File: src/rtl/psram_pkg.sv
package psram_pkg;

    typedef enum logic [3:0] {
        ST_POWERUP,
        ST_IDLE,
        ST_ADDR_SETUP,
        ST_READ,
        ST_WRITE,
        ST_WR_HOLD,
        ST_PRECHARGE,
        ST_REF_PULSE,
        ST_REF_WAIT,
        ST_SELF_ENTER,
        ST_SELF,
        ST_SELF_EXIT
    } psram_state_e;

    function automatic int pmax(input int a, input int b);
        return (a > b) ? a : b;
    endfunction

endpackage

File: src/rtl/psram_delay.sv
// Shared countdown used to time every state of the controller.
module psram_delay #(
    parameter int W       = 8,
    parameter int RST_VAL = 0
) (
    input  logic         clk,
    input  logic         rst_n,
    input  logic         load,
    input  logic [W-1:0] load_val,
    output logic         done
);

    logic [W-1:0] cnt_q;

    always_ff @(posedge clk or negedge rst_n) begin
        if (!rst_n) begin
            cnt_q <= W'(RST_VAL);
        end else if (load) begin
            cnt_q <= load_val;
        end else if (cnt_q != '0) begin
            cnt_q <= cnt_q - 1'b1;
        end
    end

    assign done = (cnt_q == '0);

endmodule

File: src/rtl/psram_refresh_sched.sv
// Interval timer raising a sticky refresh request; freezes while run is low.
module psram_refresh_sched #(
    parameter int INTERVAL = 1560
) (
    input  logic clk,
    input  logic rst_n,
    input  logic run,
    input  logic ack,
    output logic pending
);

    localparam int IW = $clog2(INTERVAL + 1);

    logic [IW-1:0] tick_q;
    logic          wrap;

    assign wrap = run && (tick_q == IW'(INTERVAL - 1));

    always_ff @(posedge clk or negedge rst_n) begin
        if (!rst_n) begin
            tick_q <= '0;
        end else if (wrap) begin
            tick_q <= '0;
        end else if (run) begin
            tick_q <= tick_q + 1'b1;
        end
    end

    always_ff @(posedge clk or negedge rst_n) begin
        if (!rst_n) begin
            pending <= 1'b0;
        end else if (wrap) begin
            pending <= 1'b1;
        end else if (ack) begin
            pending <= 1'b0;
        end
    end

endmodule

File: src/rtl/psram_datapath.sv
// Holds the accepted request toward the pins and captures read data.
module psram_datapath #(
    parameter int AW = 19,
    parameter int DW = 8
) (
    input  logic          clk,
    input  logic          rst_n,
    input  logic          accept,
    input  logic          in_write,
    input  logic [AW-1:0] in_addr,
    input  logic [DW-1:0] in_wdata,
    input  logic          rd_sample,
    input  logic [DW-1:0] pin_rdata,
    output logic          is_write,
    output logic [AW-1:0] pin_addr,
    output logic [DW-1:0] pin_wdata,
    output logic          rsp_valid,
    output logic [DW-1:0] rsp_rdata
);

    always_ff @(posedge clk or negedge rst_n) begin
        if (!rst_n) begin
            is_write  <= 1'b0;
            pin_addr  <= '0;
            pin_wdata <= '0;
        end else if (accept) begin
            is_write  <= in_write;
            pin_addr  <= in_addr;
            pin_wdata <= in_wdata;
        end
    end

    always_ff @(posedge clk or negedge rst_n) begin
        if (!rst_n) begin
            rsp_valid <= 1'b0;
            rsp_rdata <= '0;
        end else begin
            rsp_valid <= rd_sample;
            if (rd_sample) begin
                rsp_rdata <= pin_rdata;
            end
        end
    end

endmodule

File: src/rtl/psram_ctrl.sv
module psram_ctrl
    import psram_pkg::*;
#(
    parameter int AW                 = 19,
    parameter int DW                 = 8,
    parameter int T_POWERUP          = 10000,
    parameter int T_ADDR_SETUP       = 1,
    parameter int T_ACCESS           = 7,
    parameter int T_CYCLE            = 12,
    parameter int T_WR_PULSE         = 5,
    parameter int T_AUTO_PULSE       = 3,
    parameter int T_REF_GAP          = 12,
    parameter int T_SELF_MIN         = 100,
    parameter int T_RECOVER          = 60,
    parameter int T_REFRESH_INTERVAL = 1560
) (
    input  logic          clk,
    input  logic          rst_n,
    input  logic          req_valid,
    input  logic          req_write,
    input  logic [AW-1:0] req_addr,
    input  logic [DW-1:0] req_wdata,
    output logic          req_ready,
    output logic          rsp_valid,
    output logic [DW-1:0] rsp_rdata,
    input  logic          sleep_req,
    output logic          sleep_active,
    output logic [AW-1:0] mem_addr,
    output logic [DW-1:0] mem_dq_out,
    output logic          mem_dq_oe,
    input  logic [DW-1:0] mem_dq_in,
    output logic          mem_ce_n,
    output logic          mem_rw_n,
    output logic          mem_oe_rfsh_n
);

    localparam int RD_LEN = T_ACCESS + 1;
    localparam int RD_PRE = pmax(1, T_CYCLE - RD_LEN);
    localparam int WR_PRE = pmax(1, T_CYCLE - T_WR_PULSE - 1);
    localparam int MAX_A  = pmax(pmax(T_POWERUP, T_SELF_MIN), pmax(T_RECOVER, T_REF_GAP));
    localparam int MAX_B  = pmax(pmax(RD_LEN, RD_PRE), pmax(WR_PRE, T_WR_PULSE));
    localparam int MAX_D  = pmax(pmax(MAX_A, MAX_B), pmax(T_ADDR_SETUP, T_AUTO_PULSE));
    localparam int CW     = $clog2(MAX_D + 1);

    psram_state_e state_q, state_d;
    logic          tmr_load, tmr_done;
    logic [CW-1:0] tmr_val;
    logic          ref_pending, ref_ack, ref_run;
    logic          accept, rd_sample, cur_write;

    // ---------------- sub-blocks ----------------
    psram_delay #(
        .W       (CW),
        .RST_VAL (T_POWERUP - 1)
    ) u_delay (
        .clk      (clk),
        .rst_n    (rst_n),
        .load     (tmr_load),
        .load_val (tmr_val),
        .done     (tmr_done)
    );

    psram_refresh_sched #(
        .INTERVAL (T_REFRESH_INTERVAL)
    ) u_sched (
        .clk     (clk),
        .rst_n   (rst_n),
        .run     (ref_run),
        .ack     (ref_ack),
        .pending (ref_pending)
    );

    psram_datapath #(
        .AW (AW),
        .DW (DW)
    ) u_dp (
        .clk       (clk),
        .rst_n     (rst_n),
        .accept    (accept),
        .in_write  (req_write),
        .in_addr   (req_addr),
        .in_wdata  (req_wdata),
        .rd_sample (rd_sample),
        .pin_rdata (mem_dq_in),
        .is_write  (cur_write),
        .pin_addr  (mem_addr),
        .pin_wdata (mem_dq_out),
        .rsp_valid (rsp_valid),
        .rsp_rdata (rsp_rdata)
    );

    // ---------------- state register ----------------
    always_ff @(posedge clk or negedge rst_n) begin
        if (!rst_n) begin
            state_q <= ST_POWERUP;
        end else begin
            state_q <= state_d;
        end
    end

    // ---------------- next state and timer load ----------------
    always_comb begin
        state_d  = state_q;
        tmr_load = 1'b0;
        tmr_val  = '0;
        unique case (state_q)
            ST_POWERUP: begin
                if (tmr_done) state_d = ST_IDLE;
            end
            ST_IDLE: begin
                if (ref_pending) begin
                    state_d  = ST_REF_PULSE;
                    tmr_load = 1'b1;
                    tmr_val  = CW'(T_AUTO_PULSE - 1);
                end else if (sleep_req) begin
                    state_d  = ST_SELF_ENTER;
                    tmr_load = 1'b1;
                    tmr_val  = CW'(T_SELF_MIN - 1);
                end else if (req_valid) begin
                    state_d  = ST_ADDR_SETUP;
                    tmr_load = 1'b1;
                    tmr_val  = CW'(T_ADDR_SETUP - 1);
                end
            end
            ST_ADDR_SETUP: begin
                if (tmr_done) begin
                    tmr_load = 1'b1;
                    if (cur_write) begin
                        state_d = ST_WRITE;
                        tmr_val = CW'(T_WR_PULSE - 1);
                    end else begin
                        state_d = ST_READ;
                        tmr_val = CW'(RD_LEN - 1);
                    end
                end
            end
            ST_READ: begin
                if (tmr_done) begin
                    state_d  = ST_PRECHARGE;
                    tmr_load = 1'b1;
                    tmr_val  = CW'(RD_PRE - 1);
                end
            end
            ST_WRITE: begin
                if (tmr_done) begin
                    state_d  = ST_WR_HOLD;
                    tmr_load = 1'b1;
                    tmr_val  = '0;
                end
            end
            ST_WR_HOLD: begin
                state_d  = ST_PRECHARGE;
                tmr_load = 1'b1;
                tmr_val  = CW'(WR_PRE - 1);
            end
            ST_PRECHARGE: begin
                if (tmr_done) state_d = ST_IDLE;
            end
            ST_REF_PULSE: begin
                if (tmr_done) begin
                    state_d  = ST_REF_WAIT;
                    tmr_load = 1'b1;
                    tmr_val  = CW'(T_REF_GAP - 1);
                end
            end
            ST_REF_WAIT: begin
                if (tmr_done) state_d = ST_IDLE;
            end
            ST_SELF_ENTER: begin
                if (tmr_done) state_d = ST_SELF;
            end
            ST_SELF: begin
                if (!sleep_req) begin
                    state_d  = ST_SELF_EXIT;
                    tmr_load = 1'b1;
                    tmr_val  = CW'(T_RECOVER - 1);
                end
            end
            ST_SELF_EXIT: begin
                if (tmr_done) state_d = ST_IDLE;
            end
            default: state_d = ST_IDLE;
        endcase
    end

    // ---------------- outputs ----------------
    always_comb begin
        mem_ce_n      = 1'b1;
        mem_rw_n      = 1'b1;
        mem_oe_rfsh_n = 1'b1;
        mem_dq_oe     = 1'b0;
        sleep_active  = 1'b0;
        ref_ack       = 1'b0;
        ref_run       = 1'b1;
        rd_sample     = 1'b0;
        req_ready     = 1'b0;
        unique case (state_q)
            ST_POWERUP:   ref_run = 1'b0;
            ST_IDLE:      req_ready = !ref_pending && !sleep_req;
            ST_READ: begin
                mem_ce_n      = 1'b0;
                mem_oe_rfsh_n = 1'b0;
                rd_sample     = tmr_done;
            end
            ST_WRITE: begin
                mem_ce_n  = 1'b0;
                mem_rw_n  = 1'b0;
                mem_dq_oe = 1'b1;
            end
            ST_WR_HOLD: begin
                mem_ce_n  = 1'b0;
                mem_dq_oe = 1'b1;
            end
            ST_REF_PULSE: begin
                mem_oe_rfsh_n = 1'b0;
                ref_ack       = 1'b1;
            end
            ST_SELF_ENTER: begin
                mem_oe_rfsh_n = 1'b0;
                ref_run       = 1'b0;
            end
            ST_SELF: begin
                mem_oe_rfsh_n = 1'b0;
                sleep_active  = 1'b1;
                ref_run       = 1'b0;
            end
            ST_SELF_EXIT: ref_run = 1'b0;
            default: ;
        endcase
    end

    assign accept = req_valid && req_ready;

endmodule

File: config.mk
export PLATFORM = sky130hd
export DESIGN_NAME = psram_ctrl
export DESIGN_NICKNAME = d
export VERILOG_FILES = /design/src/rtl/psram_pkg.sv /design/src/rtl/psram_delay.sv /design/src/rtl/psram_refresh_sched.sv /design/src/rtl/psram_datapath.sv /design/src/rtl/psram_ctrl.sv
export SDC_FILE = /design/constraint.sdc
export NUM_CORES = 1
export LEC_CHECK = 0
export ABC_AREA = 1
export BUFFER_PORTS_ARGS = -buffer_cell sky130_fd_sc_hd__buf_2
export CAP_MARGIN = 20
export CORE_ASPECT_RATIO = 1.4
export CORE_UTILIZATION = 35
export CTS_CLUSTER_SIZE = 24
export DETAILED_ROUTE_END_ITERATION = 8
export GPL_ROUTABILITY_DRIVEN = 0
export PLACE_DENSITY = 0.53
export SLEW_MARGIN = 20
export SYNTH_ARGS = -nofsm -noshare
export SYNTH_HDL_FRONTEND = slang
export SYNTH_SLANG_ARGS = --single-unit
File: constraint.sdc
create_clock -name clk -period 4.7 [get_ports clk]
set_input_delay 0 -clock clk [delete_from_list [all_inputs] [get_ports clk]]
set_output_delay 0 -clock clk [all_outputs]
set_load 0.01 [all_outputs]
==> impl_summary.log, run 1 <==
[metrics] pre-CTS setup slack: 2.84 ns
[metrics] crit start category: flip-flop
[metrics] peak supply drop: 0.295 mV
[metrics] clock skew: 0.00621 ns
[metrics] Leakage Power: 2.37 nW
[metrics] net count of the mapped netlist: 436
[metrics] Tightest Hold Check Type: input port to flip-flop
[metrics] Synth async-reset ratio: 100%
[metrics] outcome: finished clean
[metrics] worst-case hold path end point: u_delay.cnt_q[6]
[metrics] endpoints failing setup: 0
[metrics] Avg WL per Cell: 13.1 um
[metrics] Area Overhead vs Synth: 37.6%
[metrics] post-CTS setup repair buffer count: 0
[metrics] clock tree root driver cell: sky130_fd_sc_hd__clkbuf_16
[metrics] clk_lat worst skew: 0.33 ns
[metrics] Inserted Clock Buffers: 9
[metrics] cells after synthesis: 393
[metrics] biggest area contributors in the synthesized netlist: sky130_fd_sc_hd__dfrtp_1 (43%), sky130_fd_sc_hd__nand2_1 (11%), sky130_fd_sc_hd__mux2_2 (6.2%)
[metrics] unrepaired setup endpoints after global routing: no
[metrics] number of enable flip-flop cells after synthesis: 0
[metrics] Reg2Reg Capture Point: u_dp.pin_addr[6]
[metrics] Final TNS setup: 0 ns
[metrics] type of element capturing the critical path: flip-flop
[metrics] standard cell core area: 9510 um2
[metrics] reported net switching power: 1.19 mW
[metrics] Clock H-tree levels: 3
[metrics] Initial Utilization: 36.1%
[metrics] DP Cell Count: 604
[metrics] global-route wire length before repair: 14,100 um
[metrics] final antenna-violating net count: 0
[metrics] Pre-antenna DRT Iters: 5
[metrics] most used flip-flop cell after synthesis: sky130_fd_sc_hd__dfrtp_1
[metrics] Max Root-Sink Buffers: 2
[metrics] Final Hold Fails: 0
[metrics] largest net degree at the start of global routing: 68
[metrics] max_slew headroom: 42.9%
[metrics] max-cap check violation count: 0
[metrics] count of yosys warnings during synthesis: 0
[metrics] GR Util met3: 3.19%
[metrics] Worst EP arrival: 2.09 ns
[metrics] per-instance average area after synthesis: 8.75 um2
[metrics] post-layout util: 49.7%
[metrics] start-to-end type of the worst setup path: flip-flop to flip-flop
[metrics] part of the cycle the worst path needs: 39.9%
[metrics] non-filler instance count after layout: 657
[metrics] detailed placement HPWL: 6070 um
[metrics] sequential element share of the synthesized area: 49.1%
[metrics] die outline width: 85.8 um
[metrics] overall overflow remaining after global route: 0
[metrics] maximum frequency from static timing analysis: 0.533 GHz
[metrics] flop-to-flop setup slack: 2.82 ns
[metrics] via count of the routed design: 3,050
[metrics] portion of total power attributed to combinational logic: 40.8%
[metrics] Multi-input gate area: 1570 um2
[metrics] top cell type by total area after synthesis: sky130_fd_sc_hd__dfrtp_1
[metrics] DRC violation total after the first TritonRoute iteration: 121
[metrics] total wire length: 8600 um
[metrics] count of filler cells inserted in the layout: 931
[metrics] area of the die: 10,200 um2
[metrics] slew at the pin closest to its max-slew limit: 0.856 ns
[metrics] proportion of power drawn by the clock network: 26.8%
[metrics] number of buffer cells added on primary ports: 81
[metrics] area taken by flip-flops and latches: 1690 um2
[metrics] commonest cells in the synthesized netlist: sky130_fd_sc_hd__nand2_1 (98), sky130_fd_sc_hd__dfrtp_1 (59), sky130_fd_sc_hd__nor2_1 (54)
[metrics] Clock Sinks: 67
[metrics] Worst Reg2Reg Path Length in Cells: 5
[metrics] vias in the first global route: 3,134
[metrics] Site Rows: 42
[metrics] DRC violation count after routing: 0
[metrics] flop and latch count out of synthesis: 67
[metrics] number of distinct library cells after synthesis: 34
[metrics] met2 usage: 33.3%
[metrics] Die Ht: 119 um
[metrics] Seq pwr share: 32.4%
[metrics] GR Util met1: 18.5%
[metrics] fraction of post-synthesis cell area in the top cell type by area: 42.9%
[metrics] Pwr Density: 664 nW/um2
[metrics] final period demand of the worst path: 1.88 ns
[metrics] launch point of the worst reg-to-reg path: state_q[3]
[metrics] antenna violations before repair: 0
[metrics] setup slack after layout: 2.82 ns
[metrics] required time reported for the critical path endpoint: 4.91 ns
[metrics] most frequent cell after synthesis: sky130_fd_sc_hd__nand2_1
[metrics] netlist area before placement: 3440 um2
[metrics] via density per instance: 4.64
[metrics] Int Pwr: 1.95 mW
[metrics] CTS tree: built
[metrics] Clk pin slew, worst setup/hold paths: 0.06 ns
[metrics] switching portion of total power: 37.8%
[metrics] gr busiest metal: met2
[metrics] hold path cells: 3
[metrics] I/O pin cnt: 82
[metrics] top fanout value on the critical path: 29
[metrics] fraction of layout cells with a size suffix above 1: 27.6%
[metrics] global routing usage summed across all routing layers: 17.9%
[metrics] max-slew violation count: 0
[metrics] start point of the worst min-delay path: sleep_req
[metrics] antenna cells: 0
[metrics] Final nets: 563
==> sequential cells by signal, summed over array words and instances, names as in the netlist <==
name,count
state_q,4
u_dp.pin_wdata,8
u_dp.pin_addr,19
u_dp.rsp_valid,1
u_sched.pending,1
u_dp.is_write,1
u_delay.cnt_q,14
u_sched.tick_q,11
u_dp.rsp_rdata,8
==> what timing repair did <==
item                                    in CTS  in global routing
gates resized for setup                      0                  0
hold buffers                                37                  0
endpoints found under the setup margin       0                  0
endpoints found under the hold margin       95                  0
==> metrics by stage <==
stage / power, mW / hold WS, ns / instance area, um2
6_report: 3.14 / 0.107 / 4730
2_1_floorplan: 1.88 / -0.296 / 3440
3_5_place_dp: 2.29 / 0.209 / 3990
4_1_cts: 3.17 / 0.104 / 4730
3_3_place_gp: 2.27 / 0.205 / 3990
5_1_grt: 3.37 / 0.120 / 4730
==> cell families (layout without fill, tap and decap cells) <==
logic type	count (synthesis)	in the layout	synth area share (%)
simple gates	207	207	26.2
flops	67	67	49.1
buf+inv	45	177	5.39
compound gates	29	29	4.69
mux	27	27	9.72
xor+xnor	15	15	3.82
fa+ha+maj	3	3	1.09
==> final cells by class <==
| type | count | area share (%) |
|---|---|---|
| clock buffer | 9 | 4.76 |
| clock inverter | 7 | 3.09 |
| inverter | 42 | 3.33 |
| multi-input combinational | 281 | 33.1 |
| sequential | 67 | 35.7 |
| tap | 132 | 3.49 |
| timing repair buffer | 119 | 16.6 |
==> power by group through the flow <==
stage	logic (mW)	registers, mW	clock network [mW]
after global routing	1.45	1.05	0.879
after detailed placement	1.27	1.02	0
final	1.28	1.02	0.843
after floorplan	0.827	1.06	0
after CTS	1.30	1.02	0.859
after global placement	1.26	1.01	0
==> critical path: stages, from the launching register on <==
cell	delay, ns
sky130_fd_sc_hd__dfrtp_1	0.46
sky130_fd_sc_hd__nor2_4	0.21
sky130_fd_sc_hd__nand2_2	0.10
sky130_fd_sc_hd__nor2_4	0.10
sky130_fd_sc_hd__nand2_2	0.42
sky130_fd_sc_hd__mux2_2	0.46
==> placed cells by master (no fill, tap or decap), drive strengths merged, types with 7 or more instances in the layout <==
cell type	n
nand4	7
a21oi	10
xor2	11
dfrtp	59
o21ai	13
clkbuf	9
inv	43
nand3	18
nand2	101
nor3	18
mux2	27
dfstp	8
dlygate4sd3	37
nor2	59
buf	82
==> metal layers <==
| layer | vias to the layer above | part of all wire [%] |
|---|---|---|
| met5 | - | 0 |
| met4 | 0 | 3.4 |
| met3 | 20 | 3.0 |
| met2 | 67 | 54 |
| met1 | 1440 | 39 |
| li1 | 1523 | - |
==> worst max path at each step <==
stage	start	endpoint	slack, ns	cells after the start
CTS	state_q[3]	u_dp.pin_addr[13]	2.83	5
finish	state_q[3]	u_dp.pin_addr[6]	2.82	5
global placement	state_q[3]	u_dp.pin_addr[12]	2.87	5
detailed placement	state_q[3]	u_dp.pin_addr[14]	2.84	5
global route	state_q[3]	u_dp.pin_addr[6]	2.71	5
floorplan	state_q[3]	u_dp.pin_addr[10]	3.12	7
Power figures use the tool's default switching activity.
==> run 2, diff against run 1 <==
Clock period 4.7 ns to 1.73 ns, I/O delays scaled along.
==> run 2 against run 1 <==
  * Fmax up 15%
  * Clock skew fell by 0.0034 ns
  * Sequential cell count stayed put
  * Critical path depth increased by 3
  * Combinational power rose to 2.9 times the previous value
  * Clock-buffer cell count rose by 1
  * Critical path type unchanged
  * Critical endpoint is now u_delay.cnt_q[4]
  * Largest power group unchanged
  * Highest routed layer unchanged
==> impl_summary.log, run 2 (synthesis results as in run 1) <==
[metrics] global routing usage summed across all routing layers: 18.4% (was 17.9%)
[metrics] via density per instance: 4.60 (was 4.64)
[metrics] Leakage Power: 2.38 nW (was 2.37 nW)
[metrics] fraction of layout cells with a size suffix above 1: 31.3% (was 27.6%)
[metrics] clock tree root driver cell: sky130_fd_sc_hd__clkbuf_16 (unchanged)
[metrics] setup slack after layout: 0.104 ns (was 2.82 ns)
[metrics] slew at the pin closest to its max-slew limit: 0.482 ns (was 0.856 ns)
[metrics] endpoints failing setup: 0 (unchanged)
[metrics] commonest non-fill, non-tap cell in the layout: sky130_fd_sc_hd__nand2_1 (unchanged)
[metrics] DRC violation count after routing: 0 (unchanged)
[metrics] max-cap check violation count: 0 (unchanged)
[metrics] CTS tree: built (unchanged)
[metrics] crit start category: flip-flop (unchanged)
[metrics] I/O pin cnt: 82 (unchanged)
[metrics] Clk pin slew, worst setup/hold paths: 0.05 ns (was 0.06 ns)
[metrics] overall overflow remaining after global route: 0 (unchanged)
[metrics] top register by number of flip-flops: u_dp.pin_addr (unchanged)
[metrics] type of element capturing the critical path: flip-flop (unchanged)
[metrics] area of the die: 10,200 um2 (unchanged)
[metrics] Area Overhead vs Synth: 38.9% (was 37.6%)
[metrics] final period demand of the worst path: 1.63 ns (was 1.88 ns)
[metrics] vias in the first global route: 3,181 (was 3,134)
[metrics] max-slew violation count: 0 (unchanged)
[metrics] total wire length: 8690 um (was 8600 um)
[metrics] post-route cell area: 4780 um2 (was 4730 um2)
[metrics] Site Rows: 42 (unchanged)
[metrics] required time reported for the critical path endpoint: 1.94 ns (was 4.91 ns)
[metrics] start-to-end type of the worst setup path: flip-flop to flip-flop (unchanged)
[metrics] global-route wire length before repair: 14,600 um (was 14,100 um)
[metrics] top fanout value on the critical path: 8 (was 29)
[metrics] Die Ht: 119 um (unchanged)
[metrics] portion of total power attributed to combinational logic: 45.7% (was 40.8%)
[metrics] amount of wire on met2 after detailed routing: 4650 um (was 4660 um)
[metrics] maximum frequency from static timing analysis: 0.615 GHz (was 0.533 GHz)
[metrics] max_slew headroom: 67.5% (was 42.9%)
[metrics] reported net switching power: 3.23 mW (was 1.19 mW)
[metrics] outcome: finished clean (unchanged)
[metrics] post-CTS setup repair buffer count: 0 (unchanged)
[metrics] largest net degree at the start of global routing: 68 (unchanged)
[metrics] Initial Utilization: 36.1% (unchanged)
[metrics] Metal-1 WL: 3450 um (was 3390 um)
[metrics] Seq pwr share: 34.2% (was 32.4%)
[metrics] clock skew: 0.00278 ns (was 0.00621 ns)
[metrics] max reg flops: 19 (unchanged)
[metrics] via count of the routed design: 3,079 (was 3,050)
[metrics] Pre-antenna DRT Iters: 5 (unchanged)
[metrics] Max Root-Sink Buffers: 2 (unchanged)
[metrics] switching portion of total power: 40.0% (was 37.8%)
[metrics] antenna violations before repair: 0 (unchanged)
[metrics] Final Hold Fails: 0 (unchanged)
[metrics] post-layout util: 50.2% (was 49.7%)
[metrics] peak supply drop: 0.793 mV (was 0.295 mV)
[metrics] Clock H-tree levels: 3 (unchanged)
[metrics] Clock Sinks: 67 (unchanged)
[metrics] final antenna-violating net count: 0 (unchanged)
[metrics] Inserted Clock Buffers: 9 (unchanged)
[metrics] Final nets: 576 (was 563)
[metrics] die outline width: 85.8 um (unchanged)
[metrics] detailed placement HPWL: 6320 um (was 6070 um)
[metrics] antenna cells: 0 (unchanged)
[metrics] Worst Reg2Reg Path Length in Cells: 8 (was 5)
[metrics] pre-CTS setup slack: 0.0552 ns (was 2.84 ns)
[metrics] Met3 Wirelength: 223 um (was 257 um)
[metrics] Pwr Density: 1690 nW/um2 (was 664 nW/um2)
[metrics] Final TNS setup: 0 ns (unchanged)
[metrics] Worst EP arrival: 1.84 ns (was 2.09 ns)
[metrics] unrepaired setup endpoints after global routing: no (unchanged)
[metrics] standard cell core area: 9510 um2 (unchanged)
[metrics] Tightest Hold Check Type: input port to flip-flop (unchanged)
[metrics] clk_lat worst skew: 0.33 ns (about the same)
[metrics] Post-DP Area: 4110 um2 (was 3990 um2)
[metrics] Avg WL per Cell: 13.0 um (was 13.1 um)
[metrics] Int Pwr: 4.84 mW (was 1.95 mW)
[metrics] registers with the most flip-flops: u_dp.pin_addr (19), u_delay.cnt_q (14), u_sched.tick_q (11) (unchanged)
[metrics] DRC violation total after the first TritonRoute iteration: 165 (was 121)
[metrics] commonest non-fill, non-tap cells in the layout: sky130_fd_sc_hd__nand2_1 (96), sky130_fd_sc_hd__buf_2 (81), sky130_fd_sc_hd__dfrtp_1 (57) (was sky130_fd_sc_hd__nand2_1 (98), sky130_fd_sc_hd__buf_2 (81), sky130_fd_sc_hd__dfrtp_1 (59))
[metrics] topmost layer with routed signal wires: met4 (unchanged)
[metrics] number of buffer cells added on primary ports: 81 (unchanged)
[metrics] hold path cells: 3 (unchanged)
[metrics] proportion of power drawn by the clock network: 20.1% (was 26.8%)
[metrics] part of the cycle the worst path needs: 94.0% (was 39.9%)
run 2: changes by cell type in the layout (fill, tap and decap cells not counted), moves of 2 or more:
cell	before	now
sky130_fd_sc_hd__inv_6	2	0
sky130_fd_sc_hd__nand2_2	3	5
sky130_fd_sc_hd__buf_12	0	2
sky130_fd_sc_hd__buf_4	1	12
sky130_fd_sc_hd__dfrtp_1	59	57
sky130_fd_sc_hd__nor2_2	1	5
sky130_fd_sc_hd__clkinv_2	0	3
sky130_fd_sc_hd__ha_2	0	2
sky130_fd_sc_hd__ha_1	3	1
sky130_fd_sc_hd__nor2_1	54	49
sky130_fd_sc_hd__dfrtp_2	0	2
sky130_fd_sc_hd__bufinv_16	4	0
sky130_fd_sc_hd__nand2_1	98	96
run 2: timing repair:
item | in CTS | in global routing
hold buffers | 37 | 0
gates resized for setup | 0 | 13
endpoints found under the hold margin | 103 | 0
endpoints found under the setup margin | 0 | 25
run 2: final timing paths:
| check | from | end | slack (ns) |
|---|---|---|---|
| worst max-delay path | state_q[3] | u_delay.cnt_q[4] | 0.10 |
| worst min-delay path | sleep_req | u_delay.cnt_q[6] | 0.15 |
| worst max register to register | state_q[3] | u_delay.cnt_q[4] | 0.10 |
| worst min register to register | u_dp.rsp_rdata[2] | u_dp.rsp_rdata[2] | 0.46 |
| max in group asynchronous | rst_n | u_delay.cnt_q[8] | 1.19 |
| min in group asynchronous | rst_n | u_delay.cnt_q[4] | 0.22 |
run 2: worst max-delay path, stage by stage, from the launching register on:
cell and delay [ns]:
sky130_fd_sc_hd__dfrtp_1 0.48, sky130_fd_sc_hd__inv_1 0.12, sky130_fd_sc_hd__nor2_1 0.05, sky130_fd_sc_hd__nand3_1 0.16
sky130_fd_sc_hd__nand2_1 0.12, sky130_fd_sc_hd__nor2_4 0.20, sky130_fd_sc_hd__nand3b_2 0.17, sky130_fd_sc_hd__inv_1 0.14
sky130_fd_sc_hd__a21oi_1 0.05
run 2: power groups by stage:
stage | Sequential, mW | Clock (mW) | Combinational [mW]
2_1_floorplan | 2.87 | 0 | 2.25
3_3_place_gp | 2.75 | 0 | 3.55
3_5_place_dp | 2.77 | 0 | 3.59
4_1_cts | 2.75 | 1.67 | 3.67
5_1_grt | 2.85 | 1.73 | 4.16
6_report | 2.76 | 1.62 | 3.68
run 2: cell type report:
type | instances | area, um2
Clock buffer | 10 | 229
Clock inverter | 5 | 31.3
Fill cell | 885 | 4730
Inverter | 42 | 158
Multi-Input combinational cell | 281 | 1600
Sequential cell | 67 | 1690
Tap cell | 132 | 165
Timing Repair Buffer | 132 | 906
run 2: metal layers:
layer | vias to the layer above | GRT usage (%)
met5 | - | 0
met2 | 66 | 32.9
li1 | 1542 | -
met3 | 27 | 3.05
met4 | 0 | 11.5
met1 | 1444 | 19.8
run 2: per-stage QoR:
| stage | power (mW) | cells | hold WS, ns |
|---|---|---|---|
| after floorplan | 5.12 | 393 | -0.296 |
| after global placement | 6.30 | 617 | 0.0554 |
| after detailed placement | 6.36 | 617 | 0.0543 |
| after CTS | 8.09 | 669 | 0.127 |
| after global routing | 8.74 | 669 | 0.150 |
| final | 8.06 | 669 | 0.145 |
==> run 3, diff against run 2 <==
Settings changed: ABC_AREA 1 to unset.
==> run 3 against run 2 <==
  * The run now ends with DRC, setup timing left
  * Sequential cell count is the same
  * Global-route usage is 0.77 points higher
  * Critical path type unchanged
  * Design area up 8.3%
  * Wire length grew 4.7%
  * First-iteration DRC count decreased by 2.4%
  * Die area decreased by 2.3%
  * Total power grew 0.11%
  * Non-clock buffer count is 48 higher
==> impl_summary.log, run 3 <==
[metrics] Clock Sinks: 67 (unchanged)
[metrics] total wire length: 9100 um (was 8690 um)
[metrics] overall overflow remaining after global route: 0 (unchanged)
[metrics] Leakage Power: 2.47 nW (was 2.38 nW)
[metrics] Avg WL per Cell: 14.8 um (was 13.0 um)
[metrics] most used flip-flop cell after synthesis: sky130_fd_sc_hd__dfrtp_1 (unchanged)
[metrics] number of enable flip-flop cells after synthesis: 0 (unchanged)
[metrics] part of the cycle the worst path needs: 125% (was 94.0%)
[metrics] net count of the mapped netlist: 367 (was 436)
[metrics] cells after synthesis: 324 (was 393)
[metrics] endpoints failing setup: 28 (was 0)
[metrics] cell chain of the critical path: or4_4 -> or4_4 -> a2bb2oi_2 -> o32a_1 -> o21a_1 (was inv_1 -> nor2_1 -> nand3_1 -> nand2_1 -> nor2_4 -> nand3b_2 -> inv_1 -> a21oi_1)
[metrics] Die Ht: 118 um (was 119 um)
[metrics] standard cell core area: 9180 um2 (was 9510 um2)
[metrics] outcome: finished, violations left (was finished clean)
[metrics] fraction of layout cells with a size suffix above 1: 44.6% (was 31.3%)
[metrics] top fanout value on the critical path: 7 (was 8)
[metrics] final period demand of the worst path: 2.16 ns (was 1.63 ns)
[metrics] commonest cells in the synthesized netlist: sky130_fd_sc_hd__dfrtp_1 (59), sky130_fd_sc_hd__nand2_1 (46), sky130_fd_sc_hd__mux2_2 (28) (was sky130_fd_sc_hd__nand2_1 (98), sky130_fd_sc_hd__dfrtp_1 (59), sky130_fd_sc_hd__nor2_1 (54))
[metrics] GR Util met3: 3.37% (was 3.05%)
[metrics] via density per instance: 5.02 (was 4.60)
[metrics] crit start category: flip-flop (unchanged)
[metrics] registers with the most flip-flops: u_dp.pin_addr (19), u_delay.cnt_q (14), u_sched.tick_q (11) (unchanged)
[metrics] biggest area contributors in the synthesized netlist: sky130_fd_sc_hd__dfrtp_1 (44%), sky130_fd_sc_hd__mux2_2 (9.4%), sky130_fd_sc_hd__dfstp_2 (6.3%) (was sky130_fd_sc_hd__dfrtp_1 (43%), sky130_fd_sc_hd__nand2_1 (11%), sky130_fd_sc_hd__mux2_2 (6.2%))
[metrics] I/O pin cnt: 82 (unchanged)
[metrics] Area Overhead vs Synth: 54.1% (was 38.9%)
[metrics] count of yosys warnings during synthesis: 0 (unchanged)
[metrics] Max stage delay cell, worst path: sky130_fd_sc_hd__or4_4 (was sky130_fd_sc_hd__dfrtp_1)
[metrics] kind of cell with the highest combined delay on the critical path: simple AND/OR/NAND/NOR gates (unchanged)
[metrics] Inserted Clock Buffers: 9 (unchanged)
[metrics] clock skew: 0.00588 ns (was 0.00278 ns)
[metrics] pre-CTS setup slack: -0.517 ns (was 0.0552 ns)
[metrics] DRC violation count after routing: 2 (was 0)
[metrics] Initial Utilization: 36.6% (was 36.1%)
[metrics] slew at the pin closest to its max-slew limit: 0.406 ns (was 0.482 ns)
[metrics] detailed placement HPWL: 6370 um (was 6320 um)
[metrics] max_slew headroom: 72.6% (was 67.5%)
[metrics] violations in the final reports: DRC, setup timing
[metrics] number of buffer cells added on primary ports: 81 (unchanged)
[metrics] Critical Path Most Common Cell: sky130_fd_sc_hd__or4_4 (was sky130_fd_sc_hd__inv_1)
[metrics] area of the die: 10000 um2 (was 10,200 um2)
[metrics] Worst EP arrival: 2.38 ns (was 1.84 ns)
[metrics] global-route wire length before repair: 14,800 um (was 14,600 um)
[metrics] Clk pin slew, worst setup/hold paths: 0.06 ns (was 0.05 ns)
[metrics] DRC violation total after the first TritonRoute iteration: 161 (was 165)
[metrics] antenna cells: 0 (unchanged)
[metrics] Final Hold Fails: 0 (unchanged)
[metrics] netlist area before placement: 3360 um2 (was 3440 um2)
[metrics] commonest non-fill, non-tap cell in the layout: sky130_fd_sc_hd__buf_2 (was sky130_fd_sc_hd__nand2_1)
[metrics] clock tree root driver cell: sky130_fd_sc_hd__clkbuf_16 (unchanged)
[metrics] vias in the first global route: 3,118 (was 3,181)
[metrics] clk_lat worst skew: 0.33 ns (about the same)
[metrics] final antenna-violating net count: 0 (unchanged)
[metrics] CP Buf/Inv Count: 0 (was 2)
[metrics] GR Util met1: 22.2% (was 19.8%)
[metrics] max-slew violation count: 0 (unchanged)
[metrics] Synth async-reset ratio: 100% (unchanged)
[metrics] number of distinct library cells after synthesis: 56 (was 34)
[metrics] unrepaired setup endpoints after global routing: yes (was no)
[metrics] max reg flops: 19 (unchanged)
[metrics] Clock H-tree levels: 3 (unchanged)
[metrics] type of element capturing the critical path: flip-flop (unchanged)
[metrics] Tightest Hold Check Type: input port to flip-flop (unchanged)
[metrics] Max Root-Sink Buffers: 2 (unchanged)
[metrics] post-layout util: 56.3% (was 50.2%)
[metrics] global routing usage summed across all routing layers: 19.1% (was 18.4%)
[metrics] most frequent cell after synthesis: sky130_fd_sc_hd__dfrtp_1 (was sky130_fd_sc_hd__nand2_1)
[metrics] Final nets: 545 (was 576)
[metrics] peak supply drop: 0.861 mV (was 0.793 mV)
[metrics] Site Rows: 41 (was 42)
[metrics] Pre-antenna DRT Iters: 6 (was 5)
[metrics] met2 usage: 33.4% (was 32.9%)
[metrics] commonest non-fill, non-tap cells in the layout: sky130_fd_sc_hd__buf_2 (81), sky130_fd_sc_hd__dfrtp_1 (58), sky130_fd_sc_hd__buf_4 (56) (was sky130_fd_sc_hd__nand2_1 (96), sky130_fd_sc_hd__buf_2 (81), sky130_fd_sc_hd__dfrtp_1 (57))
[metrics] antenna violations before repair: 0 (unchanged)
[metrics] Pwr Density: 1560 nW/um2 (was 1690 nW/um2)
[metrics] start-to-end type of the worst setup path: flip-flop to flip-flop (unchanged)
[metrics] largest net degree at the start of global routing: 68 (unchanged)
[metrics] top cell type by total area after synthesis: sky130_fd_sc_hd__dfrtp_1 (unchanged)
[metrics] CTS tree: built (unchanged)
[metrics] required time reported for the critical path endpoint: 1.95 ns (was 1.94 ns)
[metrics] fraction of post-synthesis cell area in the top cell type by area: 44.0% (was 42.9%)
[metrics] CP max stage delay: 0.60 ns (was 0.48 ns)
[metrics] top register by number of flip-flops: u_dp.pin_addr (unchanged)
[metrics] via count of the routed design: 3,083 (was 3,079)
[metrics] max-cap check violation count: 0 (unchanged)
[metrics] die outline width: 84.8 um (was 85.8 um)
[metrics] setup slack after layout: -0.429 ns (was 0.104 ns)
[metrics] flop and latch count out of synthesis: 67 (unchanged)
[metrics] maximum frequency from static timing analysis: 0.463 GHz (was 0.615 GHz)
[metrics] final-layout worst hold slack: 0.0663 ns (was 0.145 ns)
[metrics] gr busiest metal: met2 (unchanged)
[metrics] count of filler cells inserted in the layout: 810 (was 885)
[metrics] per-instance average area after synthesis: 10.4 um2 (was 8.75 um2)
[metrics] sequential element share of the synthesized area: 50.2% (was 49.1%)
==> run 3: power by group <==
group          internal (mW)  switching, mW  leakage (nW)
combinational           1.82           1.73          1.49
sequential              2.21          0.372         0.824
clock                   1.26          0.671         0.153
==> run 3: worst min-delay path, delay by kind of cell <==
kind	cells	cell delay, ns
AOI/OAI and AO/OA	2	0.21
buffers and inverters	1	0.14
==> run 3: area by class of cell <==
class                           instances  area (um2)  share of cell area [%]
Sequential cell                        67        1690                    32.6
Clock inverter                          6        90.1                    1.74
Tap cell                              107         134                    2.59
Multi-Input combinational cell        236        1720                    33.3
Clock buffer                           10         229                    4.43
Timing Repair Buffer                  180        1280                    24.8
Inverter                                8        30.0                   0.580
==> run 3: path summary, 6_finish.rpt <==
kind                                   start                 to  slack (ns)  cells after the start
min in group asynchronous              rst_n   u_delay.cnt_q[4]        0.21                      3
max in group asynchronous              rst_n   u_delay.cnt_q[9]        1.16                      3
max                        u_delay.cnt_q[12]         state_q[0]       -0.43                      5
max reg2reg                u_delay.cnt_q[12]         state_q[0]       -0.43                      5
min reg2reg                u_dp.rsp_rdata[0]  u_dp.rsp_rdata[0]        0.46                      2
min                                sleep_req         state_q[3]        0.07                      3
==> run 3: metrics by stage <==
step / setup TNS, ns / instance area, um2 / total power, mW / std cells
finish: -9.16 / 5170 / 8.07 / 614
global route: -12.77 / 5170 / 8.55 / 614
CTS: -8.57 / 5090 / 7.98 / 611
detailed placement: -12.55 / 4360 / 5.82 / 557
global placement: -11.69 / 4360 / 5.78 / 557
floorplan: -11.98 / 3440 / 4.32 / 324
==> run 3: logic make-up after synthesis <==
group,count (synthesis),synth area share (%)
adders and majority gates,3,1.12
xor gates and xnor gates,20,5.22
AOI/OAI and AO/OA,53,10.9
DFF,67,50.2
buffers and inverters,21,2.76
and+or+nand+nor,132,20.4
muxes,28,9.39
==> run 3: metal layers <==
layer	routed length, um	share of wire (%)	vias up
li1	-	-	1510
met1	3700	41	1482
met2	4800	53	75
met3	353	3.9	16
met4	242	2.7	0
met5	0	0	-
==> run 3: timing repair <==
action | CTS | global route
endpoints found under the setup margin | 58 | 61
hold endpoints to repair | 103 | 0
gates resized for setup | 12 | 14
buffers inserted | 1 | 3
hold buffers | 37 | 0
pin swaps | 7 | 6
